### config.mk
export PLATFORM = sky130hd
export DESIGN_NAME = host_irq_enable_latch
export DESIGN_NICKNAME = d
export VERILOG_FILES = /design/src/rtl/host_irq_enable_latch.sv
export SDC_FILE = /design/constraint.sdc
export NUM_CORES = 1
export LEC_CHECK = 0
export CAP_MARGIN = 15
export CORE_AREA = 2 2 39 41
export CTS_CLUSTER_SIZE = 20
export DETAILED_ROUTE_END_ITERATION = 6
export DIE_AREA = 0 0 41 43
export DONT_BUFFER_PORTS = 1
export GPL_TIMING_DRIVEN = 0
export RECOVER_POWER = 100
export SETUP_SLACK_MARGIN = 0.1
export SLEW_MARGIN = 20
export SYNTH_ARGS = -nofsm -noshare
export SYNTH_HDL_FRONTEND = slang
export SYNTH_SLANG_ARGS = --single-unit
export TNS_END_PERCENT = 1
### constraint.sdc
create_clock -name clk -period 2 [get_ports clk]
set_input_delay 0 -clock clk [delete_from_list [all_inputs] [get_ports clk]]
set_output_delay 0 -clock clk [all_outputs]
set_load 0.01 [all_outputs]
### src/rtl/host_irq_enable_latch.sv
module host_irq_enable_latch #(
  parameter int DW   = 8,
  parameter int B_11 = 7,
  parameter int B_10 = 6
) (
  input  logic          clk,
  input  logic          rst_n,
  input  logic          if_hw_rst,
  input  logic          if_sw_rst,
  input  logic          reg_rd,
  input  logic          reg_wr,
  input  logic [DW-1:0] reg_wdata,
  output logic [DW-1:0] reg_rdata,
  input  logic          obuf_full,
  input  logic          obuf_clr,
  input  logic          direct_mode,
  output logic          req_l11,
  output logic          req_l10
);

  logic [1:0] en, arm, req;
  logic [1:0] wbit;
  logic       kill;

  assign wbit = {reg_wdata[B_11], reg_wdata[B_10]};
  assign kill = if_hw_rst | if_sw_rst | (!direct_mode & obuf_clr);

  always_comb begin
    reg_rdata       = '0;
    reg_rdata[B_11] = en[1];
    reg_rdata[B_10] = en[0];
  end

  always_ff @(posedge clk or negedge rst_n) begin
    if (!rst_n) begin
      en  <= '0;
      arm <= '0;
    end else begin
      for (int i = 0; i < 2; i++) begin
        if (kill)
          en[i] <= 1'b0;
        else if (reg_wr)
          en[i] <= wbit[i] ? (en[i] | arm[i]) : 1'b0;
      end
      if (if_hw_rst | if_sw_rst | reg_wr)
        arm <= '0;
      else if (reg_rd)
        arm <= arm | ~en;
    end
  end

  always_ff @(posedge clk or negedge rst_n) begin
    if (!rst_n) req <= '0;
    else        req <= direct_mode ? en : (en & {2{obuf_full}});
  end

  assign req_l11 = req[1];
  assign req_l10 = req[0];


  set11_needs_arm_chk: assert property (@(posedge clk) disable iff (!rst_n)
    $rose(en[1]) |-> $past(reg_wr && arm[1] && reg_wdata[B_11]));

  set10_needs_arm_chk: assert property (@(posedge clk) disable iff (!rst_n)
    $rose(en[0]) |-> $past(reg_wr && arm[0] && reg_wdata[B_10]));

  if_reset_clears_chk: assert property (@(posedge clk) disable iff (!rst_n)
    (if_hw_rst || if_sw_rst) |=> (reg_rdata[B_11] == 1'b0 && reg_rdata[B_10] == 1'b0));

  flag_clear_drops_chk: assert property (@(posedge clk) disable iff (!rst_n)
    (!direct_mode && obuf_clr) |=> (reg_rdata[B_11] == 1'b0 && reg_rdata[B_10] == 1'b0));

  write_zero_clears_chk: assert property (@(posedge clk) disable iff (!rst_n)
    (reg_wr && !reg_wdata[B_11]) |=> !reg_rdata[B_11]);

  gated_no_flag_chk: assert property (@(posedge clk) disable iff (!rst_n)
    (!direct_mode && !obuf_full) |=> (!req_l11 && !req_l10));

  direct_follows_chk: assert property (@(posedge clk) disable iff (!rst_n)
    (direct_mode && reg_rdata[B_11]) |=> req_l11);

endmodule

==> results of run 1 <==
==> per-stage QoR <==
| stage | instance area, um^2 | hold slack [ps] | util | worst slack [ps] |
|---|---|---|---|---|
| 2_1_floorplan | 329 | -296 | - | 1250 |
| 4_1_cts | 492 | 63.1 | 0.355 | 444 |
| 3_5_place_dp | 349 | -295 | 0.252 | 1150 |
| 5_1_grt | 479 | 63.2 | 0.346 | 359 |
| 6_report | 479 | 73.5 | 0.346 | 461 |
| 3_3_place_gp | 349 | -295 | 0.252 | 1170 |
==> how the worst max path moves through the flow <==
stage	from	to	slack (ps)	depth (start not counted)
floorplan	en[0]	arm[0]	1250	2
global placement	en[1]	en[1]	1170	2
detailed placement	en[0]	en[0]	1150	2
CTS	reg_wr	arm[0]	440	4
global route	en[0]	en[0]	360	3
finish	en[0]	en[0]	460	3
==> layout by cell type, fill, tap and decap left out <==
cell type      count
nand2b_1           2
conb_1             6
or2_1              1
inv_1              4
nor2b_1            1
o21a_1             2
dlygate4sd3_1     12
clkbuf_4           3
or3_1              1
dfrtp_1            6
a2111oi_0          2
buf_4              6
a21oi_1            4
==> cells in the mapped netlist (all sizes together) <==
cell,n
a21oi,4
or3,1
or2,1
conb,1
a2111oi,2
inv,4
nor2b,1
buf,6
nand2b,2
dfrtp,6
o21a,2
==> what timing repair did <==
action                    in CTS  in global routing
hold buffers                  12                  0
gates resized for setup        0                  0
hold endpoints to repair      12                  0
==> report_power, final <==
group | leakage, uW | switching, uW | internal [uW]
sequential | 0.0000832 | 1.09 | 123
combinational | 0.000145 | 15.1 | 22.0
clock | 0.0000138 | 42.0 | 67.8
total | 0.000242 | 58.2 | 213
==> layout make-up <==
cell class,instances,area [um^2]
Sequential cell,6,150
Clock buffer,3,22.5
Inverter,4,15.0
Fill cell,154,905
Tap cell,16,20.0
Multi-Input combinational cell,19,106
Buffer,6,45.0
Timing Repair Buffer,12,120
==> flip-flops by register name, indices dropped and copies added, names as in the netlist <==
name  cells
en        2
arm       2
req       2
==> layer usage <==
metal / track usage / up-vias / wire length, um
met4: 0.0600 / 0 / 0
met2: 0.134 / 14 / 329
met3: 0.0942 / 0 / 57
li1: - / 127 / -
met5: 0 / - / 0
met1: 0.0894 / 119 / 245
==> kinds of logic (layout without fill, tap and decap cells) <==
group                  count (synthesis)  after routing  share of synthesized area
DFF                                    6              6                      0.484
buffers and inverters                 10             25                      0.194
AOI/OAI and AO/OA                      8              8                      0.210
other                                  1              6                     0.0121
and+or+nand+nor                        5              5                      0.101
==> impl_metrics.json, run 1 <==
{
  "outcome": "finished, final reports clean",
  "fin_tns_setup_ps": 0,
  "r2r_setup_slack_ps": 460,
  "worst-path-max-fanout": 4,
  "gp_congestion": 0.714,
  "synth_area_leaders": "dfrtp_1 48%, buf_4 15%, a2111oi_2 9.7%, a21oi_1 6.5%, inv_1 4.8%",
  "leakage_uw": 0.000242,
  "vias": 260,
  "synth_area_per_cell_um2": 10.3,
  "antenna_found_initial": 0,
  "period_needed_ps": 1540,
  "ys_types": 11,
  "grt_max_degree": 7,
  "core_area_um2": 1380,
  "clock_latency_ps": 240,
  "synth_seq_cells": 6,
  "cp.required_ps": 2180,
  "synthCells": 30,
  "rr_worst_depth": 3,
  "drt_iter0_markers": 1,
  "max_freq_mhz": 650,
  "avgRoutedWirePerCell_um": 9.56,
  "dieArea_um2": 1760,
  "vias_per_cell": 3.94,
  "cp.arrival_ps": 1720,
  "drt_wl_total_um": 631,
  "first_pass_iters": 2,
  "path_clk_slew_ps": 40,
  "numPortBuffers": 0,
  "slowest_stage": "dlygate4sd3_1",
  "regToRegEndpoint": "en[0]",
  "cp_cell_sequence": "a21oi_1 -> a2111oi_0 -> dlygate4sd3_1",
  "path_buf_inv": 1,
  "grt_pass1_vias": 246,
  "power_density_nw_per_um2": 566,
  "finalCritPeriodShare": 0.769,
  "finalPower_uw": 271,
  "antenna_cells": 0,
  "grt_pass1_wl_um": 1010,
  "grt_overflow": 0,
  "place_inst": 51,
  "h-tree-depth": 1,
  "setup_violations": 0,
  "crit_path_end_kind": "register",
  "r2r-start": "en[0]",
  "fp.dieW_um": 41,
  "yosys.area.top_type": "dfrtp_1",
  "fin_nets": 69,
  "cp-start-kind": "register",
  "skew_ps": 0.849,
  "drv_slew": 0,
  "floorplan.die.height_um": 43,
  "crit_type": "register to register",
  "synth_top_cell_area_share": 0.484,
  "ys.warnings.count": 0,
  "yosysSeqAreaShare": 0.484,
  "cts_buffers": 3,
  "hp-class": "primary input to asynchronous set/reset pin",
  "drive_gt1_frac": 0.180,
  "hold_violations": 0,
  "tritoncts": "done",
  "rsz0062_at_grt": "no",
  "path_delay_family": "buffers and inverters",
  "cpPeakStageDelay_ps": 610,
  "ir_drop_uv": 250,
  "cap_violations": 0,
  "ioPinCount": 27,
  "cts_buffer_depth": 2,
  "grt_usage": 0.0983,
  "cts-root-buf": "clkbuf_4",
  "syn_to_final_growth_pct": 54.4,
  "ant_nets": 0,
  "drc": 0,
  "start_util": 0.224,
  "post-cts-setup-buffer-count": 0,
  "synthesis.area_um2": 310,
  "clkSinkCount": 6,
  "layout.cells.non_filler": 66,
  "rows": 14
}
No activity file was read; power rests on OpenSTA's default activity.
==> run 2, diff against run 1 <==
clock period = 1.5 ns   (was 2 ns; I/O delays follow)
==> impl_metrics.json, run 2 (synthesis results as in run 1) <==
{
  "fill_cells": 152,
  "antenna_cells": 0,
  "cp-start-kind": "register",
  "ant_nets": 0,
  "core_area_um2": 1380,
  "path_clk_slew_ps": 50,
  "start_util": 0.224,
  "grt_overflow": 0,
  "post-cts-setup-buffer-count": 0,
  "max_freq_mhz": 817,
  "drt_iter0_markers": 1,
  "avgRoutedWirePerCell_um": 9.30,
  "grt_usage": 0.0973,
  "gp_congestion": 0.714,
  "setup_violations": 0,
  "leakage_uw": 0.000228,
  "r2r-start": "en[0]",
  "hold_violations": 1,
  "internal_power_uw": 285,
  "reg_top3": "arm (2), en (2), req (2)",
  "floorplan.die.height_um": 43,
  "cp.required_ps": 1630,
  "grt_pass1_wl_um": 1000,
  "period_needed_ps": 1220,
  "fin_nets": 67,
  "antenna_found_initial": 0,
  "fin_tns_setup_ps": 0,
  "numPortBuffers": 0,
  "pwr-share-seq": 0.453,
  "hp-class": "primary input to register",
  "crit_type": "register to register",
  "h-tree-depth": 1,
  "finalCritPeriodShare": 0.816,
  "vias_per_cell": 3.69,
  "violations": "hold timing",
  "clkPwrFrac": 0.405,
  "cts-root-buf": "clkbuf_4",
  "rows": 14,
  "drt_wl_total_um": 595,
  "cp.arrival_ps": 1350,
  "cap_violations": 0,
  "drv_slew": 0,
  "layout_commonest_cell": "dlygate4sd3_1",
  "power_density_nw_per_um2": 788,
  "grt_max_degree": 7,
  "outcome": "finished, violations left",
  "dieArea_um2": 1760,
  "final_cell_mix": "10 x dlygate4sd3_1, 6 x buf_4, 6 x conb_1, 6 x dfrtp_1",
  "syn_to_final_growth_pct": 50.0,
  "drive_gt1_frac": 0.208,
  "drc": 0,
  "ioPinCount": 27,
  "cts_buffer_depth": 2,
  "clkSinkCount": 6,
  "grt_pass1_vias": 233,
  "skew_ps": 2.34,
  "hold_buffers": 10,
  "fp.dieW_um": 41,
  "first_pass_iters": 2,
  "cts_buffers": 3,
  "hold_start": "reg_wr",
  "crit_path_end_kind": "register",
  "ir_drop_uv": 334,
  "crit_start": "en[0]",
  "clock_latency_ps": 240,
  "tritoncts": "done",
  "p_comb_frac": 0.142,
  "rsz0062_at_grt": "no",
  "p_switching_uw": 81.4,
  "ctsResizeCount": 0,
  "holdWs_ps": -11.3,
  "vias": 236,
  "worst-path-max-fanout": 4,
  "swShare": 0.222
}
run 2: cell count changes in the layout (fill, tap and decap cells not counted), sizes merged:
cell         delta
dlygate4sd3     -2
run 2: final timing paths:
check                          to  slack (ps)  cells after the start
min reg2reg                arm[0]         520                      2
max                        req[0]         280                      2
min in group asynchronous  req[0]          70                      1
max in group asynchronous  arm[1]        1210                      1
max reg2reg                req[0]         280                      2
min                         en[1]         -10                      2
run 2: stage by stage:
step	setup WS, ps	power (uW)	instances	instance area (um^2)	utilization
2_1_floorplan	748	196	35	329	-
3_3_place_gp	666	198	51	349	0.252
3_5_place_dp	650	198	51	349	0.252
4_1_cts	268	375	64	472	0.341
5_1_grt	223	400	64	465	0.336
6_report	275	367	64	465	0.336
run 2: cell type report:
type	count	area, um^2	share of cell area
Buffer	6	45.0	0.0968
Timing Repair Buffer	10	100	0.215
Inverter	4	15.0	0.0323
Tap cell	16	20.0	0.0430
Multi-Input combinational cell	19	113	0.242
Sequential cell	6	150	0.323
Clock buffer	3	22.5	0.0484
run 2: power groups by stage:
stage	clock network, uW	logic [uW]	registers (uW)
2_1_floorplan	0	28.1	168
3_3_place_gp	0	29.4	168
3_5_place_dp	0	29.6	168
4_1_cts	155	54.1	166
5_1_grt	176	58.6	166
6_report	149	52.2	166
run 2: critical path: stages, from the launching register on:
cell and delay [ps]:
dfrtp_1 440, o21a_1 130, dlygate4sd3_1 540
run 2: routing by layer:
layer  vias up  global-route usage  wire length (um)
met2        14               0.125               290
met3         0              0.0942                58
met4         0              0.0600                 0
li1        122                   -                 -
met1       100              0.0960               246
met5         -                   0                 0
==> run 3, diff against run 2 <==
clock period = 1.08 ns   (was 1.5 ns; I/O delays follow)
==> impl_metrics.json, run 3 (synthesis results as in run 1) <==
{
  "crit_path_end_kind": "register",
  "holdWs_ps": -6.17,
  "violations": "hold timing",
  "fp.dieW_um": 41,
  "grt_max_degree": 7,
  "avgRoutedWirePerCell_um": 9.26,
  "cp-start-kind": "primary input",
  "finalPower_uw": 505,
  "vias": 235,
  "cts_buffers": 3,
  "grt_pass1_wl_um": 897,
  "layout.cells.non_filler": 62,
  "tritoncts": "done",
  "outcome": "finished, violations left",
  "drive_gt1_frac": 0.239,
  "hp-class": "primary input to register",
  "final_cell_mix": "8 x dlygate4sd3_1, 6 x buf_4, 6 x conb_1, 6 x dfrtp_1",
  "cts-root-buf": "clkbuf_4",
  "skew_ps": 3.48,
  "dieArea_um2": 1760,
  "fin_nets": 65,
  "gp_congestion": 0.714,
  "start_util": 0.224,
  "cp.required_ps": 1240,
  "cp.arrival_ps": 1060,
  "core_area_um2": 1380,
  "vias_per_cell": 3.79,
  "period_needed_ps": 895,
  "ir_drop_uv": 464,
  "path_clk_slew_ps": 50,
  "reg_top3": "arm (2), en (2), req (2)",
  "design_area_um2": 452,
  "worst-path-max-fanout": 3,
  "floorplan.die.height_um": 43,
  "placed_area_um2": 349,
  "grt_pass1_vias": 217,
  "setup_violations": 0,
  "grt_usage": 0.0892,
  "drv_slew": 0,
  "rsz0062_at_grt": "no",
  "slowest_stage": "dlygate4sd3_1",
  "antenna_cells": 0,
  "hold_violations": 2,
  "cts_buffer_depth": 2,
  "clkSinkCount": 6,
  "ioPinCount": 27,
  "drc": 0,
  "ant_nets": 0,
  "h-tree-depth": 1,
  "finalCritPeriodShare": 0.829,
  "first_pass_iters": 1,
  "drt_wl_total_um": 574,
  "ctsResizeCount": 0,
  "drt_iter0_markers": 0,
  "fin_ws_ps": 185,
  "numPortBuffers": 0,
  "layout_commonest_cell": "dlygate4sd3_1",
  "cpPeakStageDelay_ps": 580,
  "cp_cell_sequence": "or3_1 -> dlygate4sd3_1 -> a21oi_1",
  "max_freq_mhz": 1120,
  "crit_type": "primary input to register",
  "cap_violations": 0,
  "dp_slack_ps": 230,
  "fill_cells": 155,
  "syn_to_final_growth_pct": 45.6,
  "clock_latency_ps": 240,
  "leakage_uw": 0.000215,
  "grt_overflow": 0,
  "rows": 14,
  "fin_tns_setup_ps": 0,
  "path_buf_inv": 1,
  "power_density_nw_per_um2": 1120,
  "antenna_found_initial": 0,
  "hold_buffers": 8,
  "post-cts-setup-buffer-count": 0,
  "path_delay_family": "buffers and inverters",
  "place_inst": 51
}
## run 3: cell types whose count changed in the layout (fill, tap and decap cells not counted), sizes merged
cell | previous run | this run
dlygate4sd3 | 10 | 8
## run 3: area by class of cell
cell class / instances / area [um^2] / area share
Sequential cell: 6 / 150 / 0.332
Buffer: 6 / 45.0 / 0.0997
Timing Repair Buffer: 8 / 80.1 / 0.177
Tap cell: 16 / 20.0 / 0.0443
Multi-Input combinational cell: 19 / 119 / 0.263
Clock buffer: 3 / 22.5 / 0.0499
Inverter: 4 / 15.0 / 0.0332
## run 3: worst register-to-register path: stages (launching register included)
cell and delay [ps]:
dfrtp_1 440, nand2b_1 180, a21oi_1 150
## run 3: final timing paths
kind,to,slack [ps],cells after the start,startpoint
worst max-delay path,arm[0],180,3,reg_wr
worst min-delay path,en[0],-6,2,if_hw_rst
worst max register to register,arm[0],230,2,en[0]
worst min register to register,arm[1],520,2,arm[1]
max in group asynchronous,arm[1],780,1,rst_n
min in group asynchronous,req[0],70,1,rst_n
## run 3: layer usage
layer,track usage,up-vias,part of all wire
li1,-,119,-
met3,0.0942,0,0.092
met1,0.0894,102,0.41
met4,0.0600,0,0
met5,0,-,0
met2,0.106,14,0.49
## run 3: per-stage QoR
stage | hold slack (ps) | utilization
after floorplan | -296 | -
after global placement | -295 | 0.252
after detailed placement | -295 | 0.252
after CTS | -6.63 | 0.326
after global routing | -16.4 | 0.326
final | -6.17 | 0.326
## run 3: report_power, final
part / leakage [uW] / switching, uW / internal, uW
logic: 0.000118 / 31.3 / 39.3
registers: 0.0000832 / 1.98 / 228
clock network: 0.0000138 / 78.3 / 126
total: 0.000215 / 112 / 393
